**config.mk**
```make
export PLATFORM = sky130hd
export DESIGN_NAME = flash_op_status
export DESIGN_NICKNAME = d
export VERILOG_FILES = /design/src/rtl/fos_pkg.sv /design/src/rtl/fos_seq.sv /design/src/rtl/fos_store.sv /design/src/rtl/fos_status.sv /design/src/rtl/flash_op_status.sv
export SDC_FILE = /design/constraint.sdc
export NUM_CORES = 1
export LEC_CHECK = 0
export ABC_AREA = 1
export BUFFER_PORTS_ARGS = -buffer_cell sky130_fd_sc_hd__buf_2
export CAP_MARGIN = 10
export CORE_MARGIN = 8
export CORE_UTILIZATION = 37
export CTS_CLUSTER_SIZE = 20
export DETAILED_ROUTE_END_ITERATION = 10
export GPL_TIMING_DRIVEN = 1
export HOLD_SLACK_MARGIN = 0.02
export PLACE_DENSITY_LB_ADDON = 0.1
export SLEW_MARGIN = 0
export SYNTH_ARGS = -nofsm -noshare
export SYNTH_HDL_FRONTEND = slang
export SYNTH_SLANG_ARGS = --single-unit
```
**constraint.sdc**
```tcl
create_clock -name clk -period 2 [get_ports clk]
set_clock_uncertainty 0.1 [all_clocks]
set_input_delay 0.1 -clock clk [delete_from_list [all_inputs] [get_ports clk]]
set_output_delay 0.1 -clock clk [all_outputs]
set_load 0.01 [all_outputs]
```
**src/rtl/fos_pkg.sv**
```systemverilog
package fos_pkg;
  localparam int BYTE_W = 8;

  typedef enum logic [1:0] {ST_IDLE, ST_BUSY, ST_FAIL} fos_state_e;
  typedef enum logic {OP_PROG, OP_ERASE} fos_op_e;

  // programming can only pull bits low
  function automatic logic [BYTE_W-1:0] prog_merge(input logic [BYTE_W-1:0] old_b,
                                                   input logic [BYTE_W-1:0] new_b);
    return old_b & new_b;
  endfunction

  // a requested 1 over a stored 0 cannot be produced
  function automatic logic lifts_zero(input logic [BYTE_W-1:0] old_b,
                                      input logic [BYTE_W-1:0] new_b);
    return |(~old_b & new_b);
  endfunction

  function automatic logic [BYTE_W-1:0] status_byte(input logic dq7, input logic tog,
                                                    input logic err);
    return {dq7, tog, err, 5'b0};
  endfunction
endpackage

```
**src/rtl/fos_seq.sv**
```systemverilog
module fos_seq import fos_pkg::*; #(
  parameter int ADDR_W    = 4,
  parameter int PROG_CYC  = 8,
  parameter int ERASE_CYC = 24,
  parameter int TMO_CYC   = 40
) (
  input  logic              clk,
  input  logic              rst_n,
  input  logic              op_reset,
  input  logic              prog,
  input  logic              erase,
  input  logic [ADDR_W-1:0] addr,
  input  logic [BYTE_W-1:0] wdata,
  input  logic [BYTE_W-1:0] old_byte,
  output fos_state_e        state,
  output fos_op_e           lat_op,
  output logic [ADDR_W-1:0] lat_addr,
  output logic [BYTE_W-1:0] lat_data,
  output logic              ev_wr_byte,
  output logic              ev_wipe
);
  localparam int MAXC  = (PROG_CYC > ERASE_CYC) ?
                         ((PROG_CYC > TMO_CYC) ? PROG_CYC : TMO_CYC) :
                         ((ERASE_CYC > TMO_CYC) ? ERASE_CYC : TMO_CYC);
  localparam int CNT_W = $clog2(MAXC + 1);

  logic [CNT_W-1:0] cnt;
  logic             lat_conf;
  logic             accept;
  logic             ev_end;
  logic             ev_timeout;
  logic [CNT_W-1:0] target;

  assign accept     = (state == ST_IDLE) && (prog || erase);
  assign target     = (lat_op == OP_ERASE) ? CNT_W'(ERASE_CYC - 1) : CNT_W'(PROG_CYC - 1);
  assign ev_end     = (state == ST_BUSY) && (cnt == target);
  assign ev_timeout = (state == ST_BUSY) && (cnt == CNT_W'(TMO_CYC - 1)) && !ev_end;
  assign ev_wr_byte = ev_end && (lat_op == OP_PROG);
  assign ev_wipe    = ev_end && (lat_op == OP_ERASE);

  always_ff @(posedge clk or negedge rst_n) begin
    if (!rst_n) begin
      state    <= ST_IDLE;
      cnt      <= '0;
      lat_op   <= OP_PROG;
      lat_addr <= '0;
      lat_data <= '0;
      lat_conf <= 1'b0;
    end else begin
      unique case (state)
        ST_IDLE: if (accept) begin
          state    <= ST_BUSY;
          cnt      <= '0;
          lat_op   <= erase ? OP_ERASE : OP_PROG;
          lat_addr <= addr;
          lat_data <= erase ? '1 : wdata;
          lat_conf <= !erase && lifts_zero(old_byte, wdata);
        end
        ST_BUSY: begin
          if (ev_timeout)  state <= ST_FAIL;
          else if (ev_end) state <= lat_conf ? ST_FAIL : ST_IDLE;
          else             cnt   <= cnt + 1'b1;
        end
        ST_FAIL: if (op_reset) state <= ST_IDLE;
        default: state <= ST_IDLE;
      endcase
    end
  end

  p_fail_hold_r9: assert property (@(posedge clk) disable iff (!rst_n)
    (state == ST_FAIL && !op_reset) |=> (state == ST_FAIL));

  p_ignore_busy_r10: assert property (@(posedge clk) disable iff (!rst_n)
    (state != ST_IDLE && (prog || erase)) |=> ($stable(lat_addr) && $stable(lat_data)));

  p_busy_bound_r8: assert property (@(posedge clk) disable iff (!rst_n)
    (state == ST_BUSY) |-> (cnt < CNT_W'(TMO_CYC)));
endmodule

```
**src/rtl/fos_store.sv**
```systemverilog
module fos_store import fos_pkg::*; #(
  parameter int ADDR_W = 4
) (
  input  logic              clk,
  input  logic              rst_n,
  input  logic              wr_byte,
  input  logic              wipe,
  input  logic [ADDR_W-1:0] waddr,
  input  logic [BYTE_W-1:0] wdata,
  input  logic [ADDR_W-1:0] raddr,
  output logic [BYTE_W-1:0] rbyte
);
  localparam int DEPTH = 1 << ADDR_W;

  logic [DEPTH-1:0][BYTE_W-1:0] mem_q;

  for (genvar i = 0; i < DEPTH; i++) begin : g_cell
    always_ff @(posedge clk or negedge rst_n) begin
      if (!rst_n)                                      mem_q[i] <= '1;
      else if (wipe)                                   mem_q[i] <= '1;
      else if (wr_byte && waddr == ADDR_W'(i))         mem_q[i] <= prog_merge(mem_q[i], wdata);
    end
  end

  assign rbyte = mem_q[raddr];

  p_prog_no_raise_r3: assert property (@(posedge clk) disable iff (!rst_n)
    wr_byte |=> ((mem_q[$past(waddr)] | $past(mem_q[waddr])) == $past(mem_q[waddr])));

  p_wipe_all_ones_r3: assert property (@(posedge clk) disable iff (!rst_n)
    wipe |=> (mem_q[0] == '1 && mem_q[DEPTH-1] == '1));
endmodule

```
**src/rtl/fos_status.sv**
```systemverilog
module fos_status import fos_pkg::*; (
  input  logic              clk,
  input  logic              rst_n,
  input  logic              rd,
  input  logic              active,
  input  logic              failed,
  input  fos_op_e           op,
  input  logic [BYTE_W-1:0] target_data,
  output logic [BYTE_W-1:0] status
);
  logic tog;
  logic dq7;
  logic rd_active;

  assign rd_active = rd && active;
  assign dq7       = (op == OP_PROG) ? ~target_data[BYTE_W-1] : 1'b0;
  assign status    = status_byte(dq7, tog, failed);

  always_ff @(posedge clk or negedge rst_n) begin
    if (!rst_n)         tog <= 1'b0;
    else if (rd_active) tog <= ~tog;
  end

  p_tog_flip_r4: assert property (@(posedge clk) disable iff (!rst_n)
    rd_active |=> (tog != $past(tog)));

  p_tog_hold_r4: assert property (@(posedge clk) disable iff (!rst_n)
    !rd_active |=> $stable(tog));
endmodule

```
**src/rtl/flash_op_status.sv**
```systemverilog
module flash_op_status import fos_pkg::*; #(
  parameter int ADDR_W    = 4,
  parameter int PROG_CYC  = 8,
  parameter int ERASE_CYC = 24,
  parameter int TMO_CYC   = 40
) (
  input  logic              clk,
  input  logic              rst_n,
  input  logic              op_reset,
  input  logic              rd,
  input  logic              prog,
  input  logic              erase,
  input  logic [ADDR_W-1:0] addr,
  input  logic [7:0]        wdata,
  output logic [7:0]        rdata
);
  fos_state_e        state;
  fos_op_e           lat_op;
  logic [ADDR_W-1:0] lat_addr;
  logic [BYTE_W-1:0] lat_data;
  logic              ev_wr_byte;
  logic              ev_wipe;
  logic [BYTE_W-1:0] arr_byte;
  logic [BYTE_W-1:0] stat_byte;
  logic              active;
  logic              failed;

  assign active = (state != ST_IDLE);
  assign failed = (state == ST_FAIL);

  fos_seq #(.ADDR_W(ADDR_W), .PROG_CYC(PROG_CYC), .ERASE_CYC(ERASE_CYC), .TMO_CYC(TMO_CYC)) u_seq (
    .clk(clk), .rst_n(rst_n), .op_reset(op_reset), .prog(prog), .erase(erase),
    .addr(addr), .wdata(wdata), .old_byte(arr_byte), .state(state), .lat_op(lat_op),
    .lat_addr(lat_addr), .lat_data(lat_data), .ev_wr_byte(ev_wr_byte), .ev_wipe(ev_wipe)
  );

  fos_store #(.ADDR_W(ADDR_W)) u_store (
    .clk(clk), .rst_n(rst_n), .wr_byte(ev_wr_byte), .wipe(ev_wipe),
    .waddr(lat_addr), .wdata(lat_data), .raddr(addr), .rbyte(arr_byte)
  );

  fos_status u_status (
    .clk(clk), .rst_n(rst_n), .rd(rd), .active(active), .failed(failed),
    .op(lat_op), .target_data(lat_data), .status(stat_byte)
  );

  always_ff @(posedge clk or negedge rst_n) begin
    if (!rst_n)  rdata <= '0;
    else if (rd) rdata <= active ? stat_byte : arr_byte;
  end

  p_err_visible_r7: assert property (@(posedge clk) disable iff (!rst_n)
    (rd && failed) |=> rdata[5]);

  p_status_low_zero_r4: assert property (@(posedge clk) disable iff (!rst_n)
    (rd && active) |=> (rdata[4:0] == 5'b0));

  p_rdata_hold_r2: assert property (@(posedge clk) disable iff (!rst_n)
    !rd |=> $stable(rdata));
endmodule

```
==> metrics <==
status finished clean; crit end category register; Fill cells 1993; setup TNS 0 ns; Yosys top cell by area dfstp_2; GRT Total Usage 18.5%; TritonCTS Buffers 17; clk buf depth 2; Post-synth EDFFs 0; syn nets 957; H-tree Lvls 4; Final Wtd Congestion 0.821; most common cell in the netlist nand2_1; clock sink count 159; drt drc 0; Site Rows 52; Initial Util 37.7%; CTS tree done; Mapped Area 7620 sq um; nets@finish 1017; startpoint types register; total power 11.6 mW; post-synthesis sequential area ratio 54.3%; area occupied by multi-input gates 3340 sq um; critical path class reg -> reg; Comb pwr share 25.8%; via/cell ratio 5.00; critical path's largest stage delay 0.36 ns; Post-DP HPWL 14.9 mm; worst-path cell chain ha_2 -> nand3_2 -> nor3_4 -> nand2_4 -> nor3_4 -> buf_6 -> nand2_4 -> o21ai_1 -> nand2_1; clock power share 29.5%; Slowest-stage cell, CP dfrtp_1; crit path DAT 2.23 ns; post-synthesis async set-or-reset flop share 100%; Synth-to-Final Area Change 25.5%; core box area 20200 sq um; critical path data required time 2.25 ns; Slew HR 27.6%; Syn Inst Count 938; Crit Path Max Fanout 8; Seq cells post-synth 159; Final min period 1.98 ns; Sequential Power Share 44.7%; sw power 3.99 mW; Max Cap Viol 0; I/O Pins 26; largest net degree at the start of global routing 53; Main synth FF type dfstp_2; grt total ovfl 0; Fmax 0.505 GHz; CP bufs+invs 1; Slew Limit Fails 0; die area 25400 sq um; Commonest cells post-synth nand2_1, o21ai_0, dfstp_2; CP delay by family, top simple AND/OR/NAND/NOR gates; slew at the pin closest to its max-slew limit 1.09 ns; final hold violations 0; clock latency on the worst-skew pair 0.43 ns; Routed Antenna Nets 0; Switching Share 34.4%; average size of a mapped cell 8.12 sq um; via count 6411; Area contributors post-synth dfstp_2, nand2_1, dfrtp_1; Inserted Diodes 0; worst min-delay path class in -> reg; clock root buffer clkbuf_16; IO buf count 25; Int Power 7.63 mW; die span in y 160 microns; post-synth top area share 44.1%; total length of routed wires 22.6 mm; cell area power density 1220 nW/um^2; Final Hold Slack 0.118 ns; final setup fails 0; initial antenna violation count 0; synth warn 0; Leak Pwr 4.60 nW; RSZ-0062 raised after global routing yes; Synth cell types 33; vias in the first global route 6531; Die X 160 microns; share of cells above drive strength 1 34.2%; Worst VDD drop 0.000665 V; Reg clk slew, reported paths 0.07 ns; drt pass-1 iters 4; first-pass GRT wire length 36.9 mm; Starting DRT DRC Count 344; Register Area 4140 sq um; routed wire length per instance 17.6 microns; Final period util 99.0%
## kinds of logic (layout without fill, tap and decap cells)
family / count (synthesis) / count (layout) / share of synthesized area [%]
XOR/XNOR: 1 / 1 / 0.115
AND/OR/NAND/NOR: 465 / 465 / 26.1
AO/OA/AOI/OAI: 181 / 181 / 12.4
adder cells (fa/ha/maj): 1 / 1 / 0.164
buffers and inverters: 131 / 204 / 6.93
flip-flops: 159 / 159 / 54.3
## per-layer routing
| metal | global-route usage [%] | wire length, microns | up-vias |
|---|---|---|---|
| li1 | - | - | 3149 |
| met1 | 24.5 | 10600 | 3162 |
| met5 | 0 | 0 | - |
| met3 | 2.95 | 599 | 22 |
| met4 | 5.02 | 335 | 0 |
| met2 | 30.6 | 11000 | 78 |
## worst min-delay path, stage by stage
cell and delay, ns:
buf_2 0.12, buf_4 0.21, nand2_1 0.09, o21ai_0 0.07
## sequential cells by signal, summed over array words and instances, names as in the netlist
signal,cells
u_store.mem_q,128
rdata,8
u_status.tog,1
u_seq.state,2
u_seq.lat_data,8
u_seq.lat_conf,1
u_seq.lat_addr,4
u_seq.lat_op,1
u_seq.cnt,6
## stage by stage
step	cell area (sq um)	std cells	util (%)	setup slack, ns
after floorplan	7620	938	-	0.304
after global placement	8330	1228	41.2	-0.0593
after detailed placement	8330	1228	41.2	-0.0952
after CTS	9180	1278	45.4	-0.0438
after global routing	9570	1281	47.3	-0.0919
final	9570	1281	47.3	0.0198
## path summary, 6_finish.rpt
check	slack, ns	cells after the start	end	startpoint
max	0.02	9	u_store.mem_q[33]	u_seq.cnt[0]
min in group asynchronous	0.14	2	u_seq.lat_data[0]	rst_n
max in group asynchronous	1.02	3	u_store.mem_q[109]	rst_n
min	0.12	4	u_seq.lat_addr[1]	addr[1]
max reg2reg	0.02	9	u_store.mem_q[33]	u_seq.cnt[0]
min reg2reg	0.35	2	u_store.mem_q[114]	u_store.mem_q[114]
## placed cells by master, fill, tap and decap left out, drive strengths merged, types with 3 or more instances in the layout
cell / instances
or2: 9
nor2: 50
dfrtp: 31
clkinv: 5
dfstp: 128
a21oi: 7
nand2: 302
bufinv: 3
o22a: 8
buf: 76
o21ai: 162
inv: 80
clkbuf: 23
o211ai: 3
nor3: 7
dlygate4sd3: 14
nand3: 95
clkinvlp: 3
## power by group through the flow
| stage | clock network (mW) | logic (mW) | registers (mW) |
|---|---|---|---|
| after floorplan | 0 | 1.67 | 4.89 |
| after global placement | 0 | 2.60 | 5.09 |
| after detailed placement | 0 | 2.62 | 5.09 |
| after CTS | 3.53 | 2.74 | 5.06 |
| after global routing | 3.65 | 3.40 | 5.32 |
| final | 3.43 | 3.00 | 5.20 |
## cell type report
class                           instances  area share, %
Clock inverter                          9           1.37
Sequential cell                       159           43.3
Multi-Input combinational cell        648           34.9
Inverter                               82           3.22
Tap cell                              270           3.53
Clock buffer                           23           5.11
Timing Repair Buffer                   90           8.58
## timing repair
item                       CTS  global route
buffers inserted             4             3
hold endpoints to repair    91             0
setup endpoints to repair  104           123
pin swaps                    7            11
resized for setup           39           159
hold buffers                14             0
No activity file was read; power rests on OpenSTA's default activity.
